[src/rtl/bds_pkg.sv]
package bds_pkg;

  typedef enum logic [1:0] {
    UP_IDLE = 2'd0,
    UP_CALC = 2'd1,
    UP_ACK  = 2'd2
  } upState_t;

  typedef enum logic [1:0] {
    DN_EMPTY   = 2'd0,
    DN_OFFER   = 2'd1,
    DN_RELEASE = 2'd2
  } dnState_t;

  typedef struct packed {
    logic captureEn;
    logic latchEn;
  } strobe_t;

endpackage

[src/rtl/bds_delay.sv]
module bds_delay #(
  parameter int CNT_W = 8
) (
  input  logic             clk,
  input  logic             rst,
  input  logic             load,
  input  logic [CNT_W-1:0] loadVal,
  output logic             expire
);

  localparam logic [CNT_W-1:0] ONE = {{(CNT_W-1){1'b0}}, 1'b1};

  logic [CNT_W-1:0] cnt;

  always_ff @(posedge clk) begin
    if (rst) begin
      cnt <= '0;
    end else if (load) begin
      cnt <= (loadVal == '0) ? ONE : loadVal;
    end else if (cnt != '0) begin
      cnt <= cnt - ONE;
    end
  end

  assign expire = (cnt == ONE);

  // the delay element fires once per load
  p_single_fire_r3: assert property (@(posedge clk) disable iff (rst)
    expire && !load |=> !expire);

  // an idle element stays silent until reloaded
  p_idle_quiet_r3: assert property (@(posedge clk) disable iff (rst)
    (cnt == '0) && !load |=> !expire);

endmodule

[src/rtl/bds_ctrl.sv]
module bds_ctrl
  import bds_pkg::*;
(
  input  logic    clk,
  input  logic    rst,
  input  logic    inReq,
  input  logic    outAck,
  input  logic    expire,
  output strobe_t strobe,
  output logic    inAck,
  output logic    outReq
);

  upState_t upState, upNext;
  dnState_t dnState, dnNext;

  always_comb begin
    upNext           = upState;
    strobe.captureEn = 1'b0;
    strobe.latchEn   = 1'b0;
    case (upState)
      UP_IDLE: begin
        if (inReq && (dnState == DN_EMPTY)) begin
          strobe.captureEn = 1'b1;
          upNext           = UP_CALC;
        end
      end
      UP_CALC: begin
        if (expire) begin
          strobe.latchEn = 1'b1;
          upNext         = UP_ACK;
        end
      end
      UP_ACK: begin
        if (!inReq) upNext = UP_IDLE;
      end
      default: upNext = UP_IDLE;
    endcase
  end

  always_comb begin
    dnNext = dnState;
    case (dnState)
      DN_EMPTY:   if (strobe.latchEn) dnNext = DN_OFFER;
      DN_OFFER:   if (outAck)         dnNext = DN_RELEASE;
      DN_RELEASE: if (!outAck)        dnNext = DN_EMPTY;
      default:                        dnNext = DN_EMPTY;
    endcase
  end

  always_ff @(posedge clk) begin
    if (rst) begin
      upState <= UP_IDLE;
      dnState <= DN_EMPTY;
    end else begin
      upState <= upNext;
      dnState <= dnNext;
    end
  end

  assign inAck  = (upState == UP_ACK);
  assign outReq = (dnState == DN_OFFER);

  // upstream acknowledge appears together with the downstream offer
  p_ack_with_offer_r4: assert property (@(posedge clk) disable iff (rst)
    $rose(inAck) |-> $rose(outReq));

  // acknowledge released once the request is seen low
  p_ack_release_r5: assert property (@(posedge clk) disable iff (rst)
    inAck && !inReq |=> !inAck);

  // offer held until acknowledged
  p_req_hold_r6: assert property (@(posedge clk) disable iff (rst)
    outReq && !outAck |=> outReq);

  // a capture never coincides with an occupied output
  p_no_overlap_r7: assert property (@(posedge clk) disable iff (rst)
    strobe.captureEn |=> !outReq && !inAck);

endmodule

[src/rtl/bds_dpath.sv]
module bds_dpath
  import bds_pkg::*;
#(
  parameter int DATA_W = 16
) (
  input  logic              clk,
  input  logic              rst,
  input  strobe_t           strobe,
  input  logic [DATA_W-1:0] inData,
  input  logic [DATA_W-1:0] resData,
  output logic [DATA_W-1:0] opData,
  output logic [DATA_W-1:0] outData
);

  logic [DATA_W-1:0] inReg;
  logic [DATA_W-1:0] outReg;

  always_ff @(posedge clk) begin
    if (rst) begin
      inReg  <= '0;
      outReg <= '0;
    end else begin
      if (strobe.captureEn) inReg  <= inData;
      if (strobe.latchEn)   outReg <= resData;
    end
  end

  assign opData  = inReg;
  assign outData = outReg;

  // the operand and result registers never load on the same edge
  p_strobe_excl_r2: assert property (@(posedge clk) disable iff (rst)
    !(strobe.captureEn && strobe.latchEn));

endmodule

[src/rtl/bdelay_stage.sv]
module bdelay_stage
  import bds_pkg::*;
#(
  parameter int DATA_W  = 16,
  parameter int BOUND_W = 8
) (
  input  logic               clk,
  input  logic               rst,
  input  logic               inReq,
  input  logic [DATA_W-1:0]  inData,
  input  logic [BOUND_W-1:0] boundCycles,
  output logic               inAck,
  output logic [DATA_W-1:0]  opData,
  input  logic [DATA_W-1:0]  resData,
  output logic               outReq,
  output logic [DATA_W-1:0]  outData,
  input  logic               outAck
);

  strobe_t strobe;
  logic    expire;

  bds_ctrl u_ctrl (
    .clk    (clk),
    .rst    (rst),
    .inReq  (inReq),
    .outAck (outAck),
    .expire (expire),
    .strobe (strobe),
    .inAck  (inAck),
    .outReq (outReq)
  );

  bds_delay #(.CNT_W(BOUND_W)) u_delay (
    .clk     (clk),
    .rst     (rst),
    .load    (strobe.captureEn),
    .loadVal (boundCycles),
    .expire  (expire)
  );

  bds_dpath #(.DATA_W(DATA_W)) u_dpath (
    .clk     (clk),
    .rst     (rst),
    .strobe  (strobe),
    .inData  (inData),
    .resData (resData),
    .opData  (opData),
    .outData (outData)
  );

  // offered data holds still until acknowledged
  p_data_hold_r6: assert property (@(posedge clk) disable iff (rst)
    outReq && !outAck |=> $stable(outData));

  // reset leaves both handshakes quiet
  p_reset_quiet_r1: assert property (@(posedge clk)
    rst |=> !inAck && !outReq);

endmodule

[config.mk]
export PLATFORM = sky130hd
export DESIGN_NAME = bdelay_stage
export DESIGN_NICKNAME = d
export VERILOG_FILES = /design/src/rtl/bds_pkg.sv /design/src/rtl/bds_delay.sv /design/src/rtl/bds_ctrl.sv /design/src/rtl/bds_dpath.sv /design/src/rtl/bdelay_stage.sv
export SDC_FILE = /design/constraint.sdc
export NUM_CORES = 1
export LEC_CHECK = 0
export ABC_AREA = 1
export BUFFER_PORTS_ARGS = -buffer_cell sky130_fd_sc_hd__buf_2
export CORE_MARGIN = 2
export CORE_UTILIZATION = 35
export CTS_CLUSTER_SIZE = 14
export DETAILED_ROUTE_END_ITERATION = 10
export GPL_ROUTABILITY_DRIVEN = 0
export PLACE_DENSITY = 0.63
export SLEW_MARGIN = 20
export SYNTH_ARGS = -nofsm -noshare
export SYNTH_HDL_FRONTEND = slang
export SYNTH_SLANG_ARGS = --single-unit
[constraint.sdc]
create_clock -name clk -period 1.4 [get_ports clk]
set_input_delay 0.28 -clock clk [delete_from_list [all_inputs] [get_ports clk]]
set_output_delay 0.28 -clock clk [all_outputs]
set_load 0.01 [all_outputs]
==> impl_metrics.toml, run 1 <==
[outcome]
status = "complete, no violations"

[synth]
synthCells = 257
ys_top_cells_by_area = "dfxtp_1, nand2_1, a21oi_1"
ys_ff_latch = 44
synth_area_leader_cell = "dfxtp_1"
synth_edf_count = 0
postSynthAreaPerCell_um2 = 7.46
synth_top_area_share_pct = 45.9
yosys.cell_count.top_type = "nand2_1"
yosysSeqAreaShare_pct = 45.9
synth.distinct_cells = 23
synthArstFlopShare_pct = 0
syn_area_um2 = 1920
synth_fp_nets = 304
synth_common_cells = "nand2_1, dfxtp_1, a21oi_1"
yosysWarnings = 0
ys.flop_type = "dfxtp_1"

[place]
portBuffers = 77
dpl.hpwl_um = 3310
dpl.cell_count = 402
post-place-ws_ps = 7.24

[clock_tree]
cts_tree = "done"
htreeDepth = 2
insertion_delay_ps = 290
cts_sinks = 44
postCtsHoldBufs = 0
cts.path.max_buffers = 2
root_buffer = "clkbuf_8"
clk_pin_slew_ps = 80
numCtsBuffers = 5

[power_and_ir_drop]
switchingPower_mw = 1.19
powerDensity_nw_per_um2 = 1340
seq_power_share_pct = 43.4
vdd_drop_max_mv = 0.606
clkPwrFrac_pct = 24.3
p_comb_share_pct = 32.3
p_sw_share_pct = 35.0
p_leak_nw = 1.22
p_int_mw = 2.22

[worst_setup_path]
crit_fanout = 7
crit_type = "flip-flop to flip-flop"
cp_slowest_cell = "dfxtp_1"
critPathRequiredTime_ps = 1630
max_stage_delay_ps = 350
worstPathCellList = "nor2_2, nand2_2, nor2_8, buf_4, nand3_1, a21oi_1"
path_buf_inv = 1
critPathCaptureType = "flip-flop"
cp.arrival_ps = 1490
path_delay_family = "simple AND/OR/NAND/NOR gates"
cp-start-kind = "flip-flop"

[routing]
wire_per_inst_um = 10.9
drc = 0
wirelength_um = 4500
firstDrtPassIters = 4
final_antenna_net_count = 0
drt_iter0_markers = 119
via_per_inst = 4.57
vias = 1889

[layout]
layout.nets = 389
instances_no_fill = 413
drive_gt1_share_pct = 33.5
n_antenna_cell = 0
seqCellArea_um2 = 883
syn_to_final_growth_pct = 32.6
fillers = 537
multi_input_area_um2 = 908

[global_route]
grt_use_met2_pct = 24.2
grtUsageMet3_pct = 5.98
grt_pass1_wl_um = 7510
grt_pass1_vias = 1697
grt_use_total_pct = 15.2
grt_busiest_layer = "met2"
gr-total-overflow = 0
antenna_found_initial = 0
grt_max_degree = 23
use_met1_pct = 19.1

[run]
max_cap_violations = 0

[sta]
finalSetupViolCount = 0
setup_slack_ps = 133
worst_pin_slew_ps = 350
skew_ps = 6.86
fin_crit_ps = 1270
report.final.hold_viol_count = 0
slew_violations = 0
fin_crit_sh_pct = 90.5
fmax_ghz = 0.789
slew_headroom_pct = 76.6

[floorplanning]
rows = 26
pin_count = 78
dieArea_um2 = 6090
die_y_um = 78.0
fp.coreArea_um2 = 5200
dieWidth_um = 78.0
start_util_pct = 36.9

[hold_path]
hold_path.class = "input pin to flip-flop"
final timing paths:
path,slack (ps),startpoint,endpoint,depth (start not counted)
min reg2reg,460,u_dpath.outData[2],u_dpath.outData[2],2
max reg2reg,130,u_delay.cnt[5],u_dpath.outData[1],6
max,130,u_delay.cnt[5],u_dpath.outData[1],6
min,220,inData[8],u_dpath.opData[8],3
cell type report:
class                           instances  share of cell area [%]
Clock buffer                            7                    3.39
Timing Repair Buffer                   90                    19.5
Tap cell                               70                    3.44
Inverter                               20                    2.95
Multi-Input combinational cell        181                    35.7
Sequential cell                        44                    34.7
Clock inverter                          1                   0.295
logic make-up after synthesis:
logic type / synth area share (%)
buf+inv: 7.89
simple gates: 30.5
xor+xnor: 0.913
compound gates: 12.9
flops: 45.9
fa+ha+maj: 1.96
worst min-delay path, delay by kind of cell:
family                 cells  cell delay (ps)
buffers and inverters      1               90
AND/OR/NAND/NOR            1               50
AO/OA/AOI/OAI              1               50
placed cells by master (no fill, tap or decap), drive strengths merged:
cell,Yosys,routed
a21oi,43,43
ha,3,3
nor2,21,21
xor2,2,2
o21ai,4,4
nand3b,1,1
buf,6,90
nand2,78,78
nand3,27,27
clkbuf,6,7
o21bai,1,1
clkinvlp,0,1
nand4,1,1
dfxtp,44,44
inv,20,20
flip-flops by register name, summed over array words and instances (netlist names):
register and count:
u_delay.cnt 8, u_dpath.opData 16, u_ctrl.dnState 2, u_ctrl.upState 2, u_dpath.outData 16
routing by layer:
metal | part of all wire, % | up-vias
met5 | 0 | -
met4 | 1.2 | 0
met3 | 8.3 | 6
met2 | 45 | 53
met1 | 46 | 831
li1 | - | 999
through the flow:
step	util, %	hold slack (ps)	total power, mW	area [µm²]	setup TNS (ps)
CTS	48.0	216	3.38	2500	0
floorplan	-	421	2.26	1920	0
finish	48.9	221	3.41	2540	0
global route	48.9	216	3.65	2540	-8.43
global placement	46.2	446	2.53	2400	0
detailed placement	46.2	450	2.55	2400	0
what timing repair did:
item | CTS | global route
setup buffers | 0 | 3
resized for setup | 0 | 9
pin swaps | 1 | 2
endpoints found under the setup margin | 5 | 37
power groups by stage:
stage                     logic, mW  clock network [mW]  registers, mW
after floorplan               0.746                   0           1.51
after global placement         1.03                   0           1.50
after detailed placement       1.05                   0           1.50
after CTS                      1.05               0.852           1.47
after global routing           1.26               0.898           1.50
final                          1.10               0.828           1.48
Note: power is estimated with default switching activity, not from simulation.
==> run 2: changes to the inputs <==
--- a/config.mk
+++ b/config.mk
@@ -12,8 +12,9 @@
 export CTS_CLUSTER_SIZE = 14
 export DETAILED_ROUTE_END_ITERATION = 10
 export GPL_ROUTABILITY_DRIVEN = 0
-export PLACE_DENSITY = 0.63
+export PLACE_DENSITY = 0.62
 export SLEW_MARGIN = 20
 export SYNTH_ARGS = -nofsm -noshare
 export SYNTH_HDL_FRONTEND = slang
+export SYNTH_HIERARCHICAL = 1
 export SYNTH_SLANG_ARGS = --single-unit
==> run 2 against run 1 <==
Effect of this change:
- first-iteration DRC count is 6.7% higher
- cell area grew 11%
- combinational power rose by 4%
- wire length up 5.4%
- non-clock buffer count grew 4
- largest cell class unchanged
- clock power down 10%
- register-to-register slack lost 80 ps
- synthesized cell count rose by 24%
- worst setup slack got worse by 78 ps
- fmax shrank 5.8%
- die area up 11%
- sequential share of layout area down 3.4 points
==> impl_metrics.toml, run 2 <==
[outcome]
status = "complete, no violations"

[synth]
synthCells = 319
synth_top_family_by_area = "simple AND/OR/NAND/NOR gates"
synth_edf_count = 0
syn_area_um2 = 2130
synthAdderAreaFrac_pct = 1.76
synthArstFlopShare_pct = 0
synth_area_leader_cell = "dfxtp_1"
ys_top_cells_by_area = "dfxtp_1, nand2_1, nor2_1"
yosys.area_share.simple_pct = 38.6
yosysSeqAreaShare_pct = 41.3
synth_mux_area_share_pct = 0
synth_fp_nets = 366
ys_ff_latch = 44
postSynthAreaPerCell_um2 = 6.68
synth_common_cells = "nand2_1, nor2_1, inv_1"
yosysWarnings = 6
ys.flop_type = "dfxtp_1"
synth.distinct_cells = 24
synthXorXnorAreaFrac_pct = 0.822
synth_compound_area_share_pct = 4.46
synth_top_area_share_pct = 41.3

[layout]
fin_util_pct = 47.8
drive_gt1_share_pct = 33.7
final_cell_mix = "nand2_1, nor2_1, buf_2"
fillers = 633
layout_commonest_cell = "nand2_1"
fin_area_um2 = 2830
layout.nets = 457
instances_no_fill = 485
n_antenna_cell = 0
syn_to_final_growth_pct = 32.8

[worst_setup_path]
crit_type = "flip-flop to flip-flop"
worstPathCellList = "inv_2, ha_2, nand2_1, nor2_4, nand2_1, inv_2, clkbuf_16, nor2_1, nor2_1"
critPathRequiredTime_ps = 1620
crit_fanout = 16
critPathCaptureType = "flip-flop"
cp.arrival_ps = 1560
cp_slowest_cell = "dfxtp_2"
cp-start-kind = "flip-flop"
max_stage_delay_ps = 330

[floorplanning]
dieWidth_um = 82.1
start_util_pct = 36.0
pin_count = 78
fp.coreArea_um2 = 5920
rows = 28
die_y_um = 82.1
dieArea_um2 = 6730

[global_route]
grt_use_total_pct = 13.4
grt_max_degree = 36
antenna_found_initial = 0
gr-total-overflow = 0
grt_pass1_wl_um = 7100
grt_pass1_vias = 1731

[clock_tree]
root_buffer = "clkbuf_8"
insertion_delay_ps = 280
clk_pin_slew_ps = 80
cts.path.max_buffers = 2
cts_tree = "done"
htreeDepth = 2
cts_sinks = 44
numCtsBuffers = 5

[sta]
slew_headroom_pct = 76.2
finalSetupViolCount = 0
fmax_ghz = 0.744
slew_violations = 0
finalSetupTns_ps = 0
fin_crit_ps = 1340
skew_ps = 4.36
worst_pin_slew_ps = 358
fin_crit_sh_pct = 96.0
report.final.hold_viol_count = 0

[routing]
drt_iter0_markers = 127
wirelength_um = 4740
firstDrtPassIters = 5
drc = 0
vias = 2020
final_antenna_net_count = 0
via_per_inst = 4.16
wire_per_inst_um = 9.77

[place]
portBuffers = 77
dpl-instance-area_um2 = 2620
dpl.hpwl_um = 3190
dpl.cell_count = 471

[hold_path]
hold_path.class = "input pin to flip-flop"

[power_and_ir_drop]
p_leak_nw = 1.55
powerDensity_nw_per_um2 = 1190
vdd_drop_max_mv = 0.439

[run]
max_cap_violations = 0
-- run 2: changes by cell type in the layout (fill, tap and decap cells not counted), moves of 5 or more --
cell     before  now
a21oi_1      42    5
nor2_1       12   81
nor2_2        3    9
inv_2         1    6
nand3_1      26    5
inv_1        19   44
nand2_1      75   83
-- run 2: final timing paths --
path                            cells past startpoint                from  slack, ps                  end
worst max-delay path                                9      u_delay/cnt[1]         60  u_dpath/outData[15]
worst min register to register                      2  u_dpath/opData[14]        470   u_dpath/opData[14]
worst min-delay path                                3              outAck        230    u_ctrl/dnState[1]
worst max register to register                      9      u_delay/cnt[1]         60  u_dpath/outData[15]
-- run 2: cells by family (layout without fill, tap and decap cells) --
| group | after synthesis | in the layout |
|---|---|---|
| flip-flops | 44 | 44 |
| XOR/XNOR | 2 | 2 |
| AO/OA/AOI/OAI | 16 | 16 |
| adder cells (fa/ha/maj) | 3 | 3 |
| AND/OR/NAND/NOR | 193 | 193 |
| buffers and inverters | 61 | 152 |
-- run 2: critical path, delay by kind of cell (launching register included) --
family / cells / cell delay, ps
AND/OR/NAND/NOR: 5 / 420
buffers and inverters: 3 / 380
flip-flops: 1 / 330
adder cells (fa/ha/maj): 1 / 150
-- run 2: timing repair --
action | 4_1_cts | 5_1_grt
gates resized for setup | 0 | 13
hold buffers | 0 | 0
setup buffers | 0 | 4
endpoints found under the setup margin | 0 | 24
-- run 2: where the power goes --
| part | total (mW) | switching (mW) | internal (mW) |
|---|---|---|---|
| Combinational | 1.14 | 0.627 | 0.516 |
| Sequential | 1.49 | 0.0932 | 1.39 |
| Clock | 0.745 | 0.405 | 0.340 |
-- run 2: area by class of cell --
type / instances / area (µm²) / share of cell area, %
inverters: 51 / 194 / 6.85
flip-flops and latches: 44 / 886 / 31.3
clock inverters: 1 / 5.00 / 0.177
clock buffers: 6 / 72.6 / 2.56
well taps: 75 / 93.8 / 3.31
repair buffers: 94 / 591 / 20.9
multi-input cells: 214 / 990 / 35.0
-- run 2: stage by stage --
step           setup slack [ps]  power (mW)  hold slack, ps
2_1_floorplan              33.9        2.23             342
3_3_place_gp               32.5        2.55             453
3_5_place_dp               21.4        2.56             459
4_1_cts                    2.22        3.32             225
5_1_grt                   -64.4        3.64             250
6_report                   55.4        3.38             231
-- run 2: layer usage --
metal,routed length [µm],share of wire (%),global-route usage [%],vias to the layer above
li1,-,-,-,1108
met1,2290,48,16.4,852
met2,2080,44,22.2,58
met3,348,7.3,4.73,2
met4,19,0.40,4.17,0
met5,0,0,0,-
==> run 3: changes to the inputs <==
==> constraint.sdc (replaced) <==
create_clock -name clk -period 1.4 [get_ports clk]
set_input_delay 0.07 -clock clk [delete_from_list [all_inputs] [get_ports clk]]
set_output_delay 0.07 -clock clk [all_outputs]
set_load 0.01 [all_outputs]
==> run 3 against run 2 <==
Effect of this change:
- sequential share of layout area is 0.60 points lower
- clock skew is 0.95 ps higher
- flip-flop and latch count stayed put
- cell count is 0.41% higher
- non-clock buffer count is 1 higher
- die area stayed put
- via count is 1.1% higher
- critical path depth is 1 higher
- critical path type unchanged
- largest power group unchanged
==> impl_metrics.toml, run 3 (same netlist as run 2, synthesis figures left out) <==
[power_and_ir_drop]
p_sw_share_pct = 32.2
clkPwrFrac_pct = 28.3
p_leak_nw = 1.58
p_int_mw = 2.47
vdd_drop_max_mv = 0.453
powerDensity_nw_per_um2 = 1270
seq_power_share_pct = 40.8
switchingPower_mw = 1.17
p_comb_share_pct = 30.9

[global_route]
grt_max_degree = 33
grt_use_total_pct = 14.7
grt_pass1_wl_um = 7690
grt_pass1_vias = 1798
antenna_found_initial = 0
gr-total-overflow = 0

[floorplanning]
dieArea_um2 = 6730
start_util_pct = 36.0
die_y_um = 82.1
pin_count = 78
fp.coreArea_um2 = 5920
dieWidth_um = 82.1
rows = 28

[routing]
final_antenna_net_count = 0
wirelength_um = 4670
drc = 0
firstDrtPassIters = 4
drt_iter0_markers = 77
vias = 2043
wire_per_inst_um = 9.59
via_per_inst = 4.20

[worst_setup_path]
cp-start-kind = "flip-flop"
critPathCaptureType = "flip-flop"
crit_fanout = 8
cp.arrival_ps = 1510
crit_path_start = "u_delay/cnt[1]"
critPathRequiredTime_ps = 1600
crit_type = "flip-flop to flip-flop"
reg2reg_from = "u_delay/cnt[1]"

[sta]
finalSetupViolCount = 0
fmax_ghz = 0.767
finalSetupTns_ps = 0
worst_pin_slew_ps = 332
slew_headroom_pct = 77.9
whs_ps = 12.8
skew_ps = 5.31
slew_violations = 0
report.final.hold_viol_count = 0
fin_crit_ps = 1300
fin_crit_sh_pct = 93.2

[layout]
drive_gt1_share_pct = 34.0
final_cell_mix = "nor2_1, nand2_1, buf_2"
syn_to_final_growth_pct = 35.0
n_antenna_cell = 0
layout.nets = 458
fillers = 612

[clock_tree]
clk_pin_slew_ps = 80
cts.path.max_buffers = 2
postCtsHoldBufs = 0
cts_sinks = 44
root_buffer = "clkbuf_8"
insertion_delay_ps = 300
cts_tree = "done"
numCtsBuffers = 5
htreeDepth = 2

[outcome]
status = "complete, no violations"

[hold_path]
hold_start = "outAck"
hold_path.class = "input pin to flip-flop"

[place]
portBuffers = 77
dpl.hpwl_um = 3260

[run]
max_cap_violations = 0
-- run 3: cell count changes in the layout (fill, tap and decap cells not counted), moves of 2 or more --
cell,change
clkbuf_16,-2
dfxtp_1,+2
dfxtp_2,-2
nand2_1,-2
buf_4,+2
-- run 3: power by group through the flow --
stage,Combinational (mW),Sequential (mW),Clock (mW)
floorplan,0.690,1.54,0
global placement,1.04,1.51,0
finish,1.13,1.49,1.03
CTS,1.09,1.48,1.08
global route,1.28,1.51,1.12
detailed placement,1.04,1.51,0
-- run 3: layout make-up --
cell class | instances | area (µm²) | share of cell area (%)
Clock buffer | 6 | 82.6 | 2.87
Clock inverter | 2 | 38.8 | 1.35
Inverter | 51 | 201 | 7.00
Multi-Input combinational cell | 214 | 1000 | 34.9
Sequential cell | 44 | 883 | 30.7
Tap cell | 75 | 93.8 | 3.26
Timing Repair Buffer | 95 | 574 | 19.9
-- run 3: what timing repair did --
action,in CTS,in global routing
cloned,1,1
setup buffers,1,2
endpoints found under the setup margin,3,40
pin swaps,2,3
gates resized for setup,4,15
-- run 3: final timing paths --
path                             end  slack (ps)  cells past startpoint
hold reg to reg   u_dpath/opData[14]         470                      2
hold / removal     u_ctrl/dnState[1]          10                      3
setup reg to reg  u_dpath/outData[5]         100                     10
setup / recovery  u_dpath/outData[5]         100                     10
-- run 3: critical path, cell delays in order, from the launching register on --
cell       delay [ps]
dfxtp_2           330
inv_2              80
ha_4              120
nand2_2            60
nor2_4            150
nand2_4            90
inv_8              90
clkbuf_16         140
nand2_1            50
nand2_1            50
nor2_1             40
-- run 3: metal layers --
metal / part of all wire (%) / track usage (%) / vias to the layer above
li1: - / - / 1116
met1: 45 / 17.1 / 865
met2: 46 / 24.7 / 54
met3: 7.3 / 4.95 / 8
met4: 1.7 / 6.00 / 0
met5: 0 / 0 / -
-- run 3: per-stage QoR --
stage | instances | power (mW) | util, % | worst slack, ps | area, µm²
floorplan | 319 | 2.23 | - | 33.9 | 2130
global placement | 474 | 2.55 | 44.5 | 48.6 | 2630
detailed placement | 474 | 2.55 | 44.5 | 4.00 | 2630
CTS | 484 | 3.65 | 47.4 | 0.409 | 2810
global route | 487 | 3.92 | 48.6 | -7.25 | 2880
finish | 487 | 3.65 | 48.6 | 95.7 | 2880
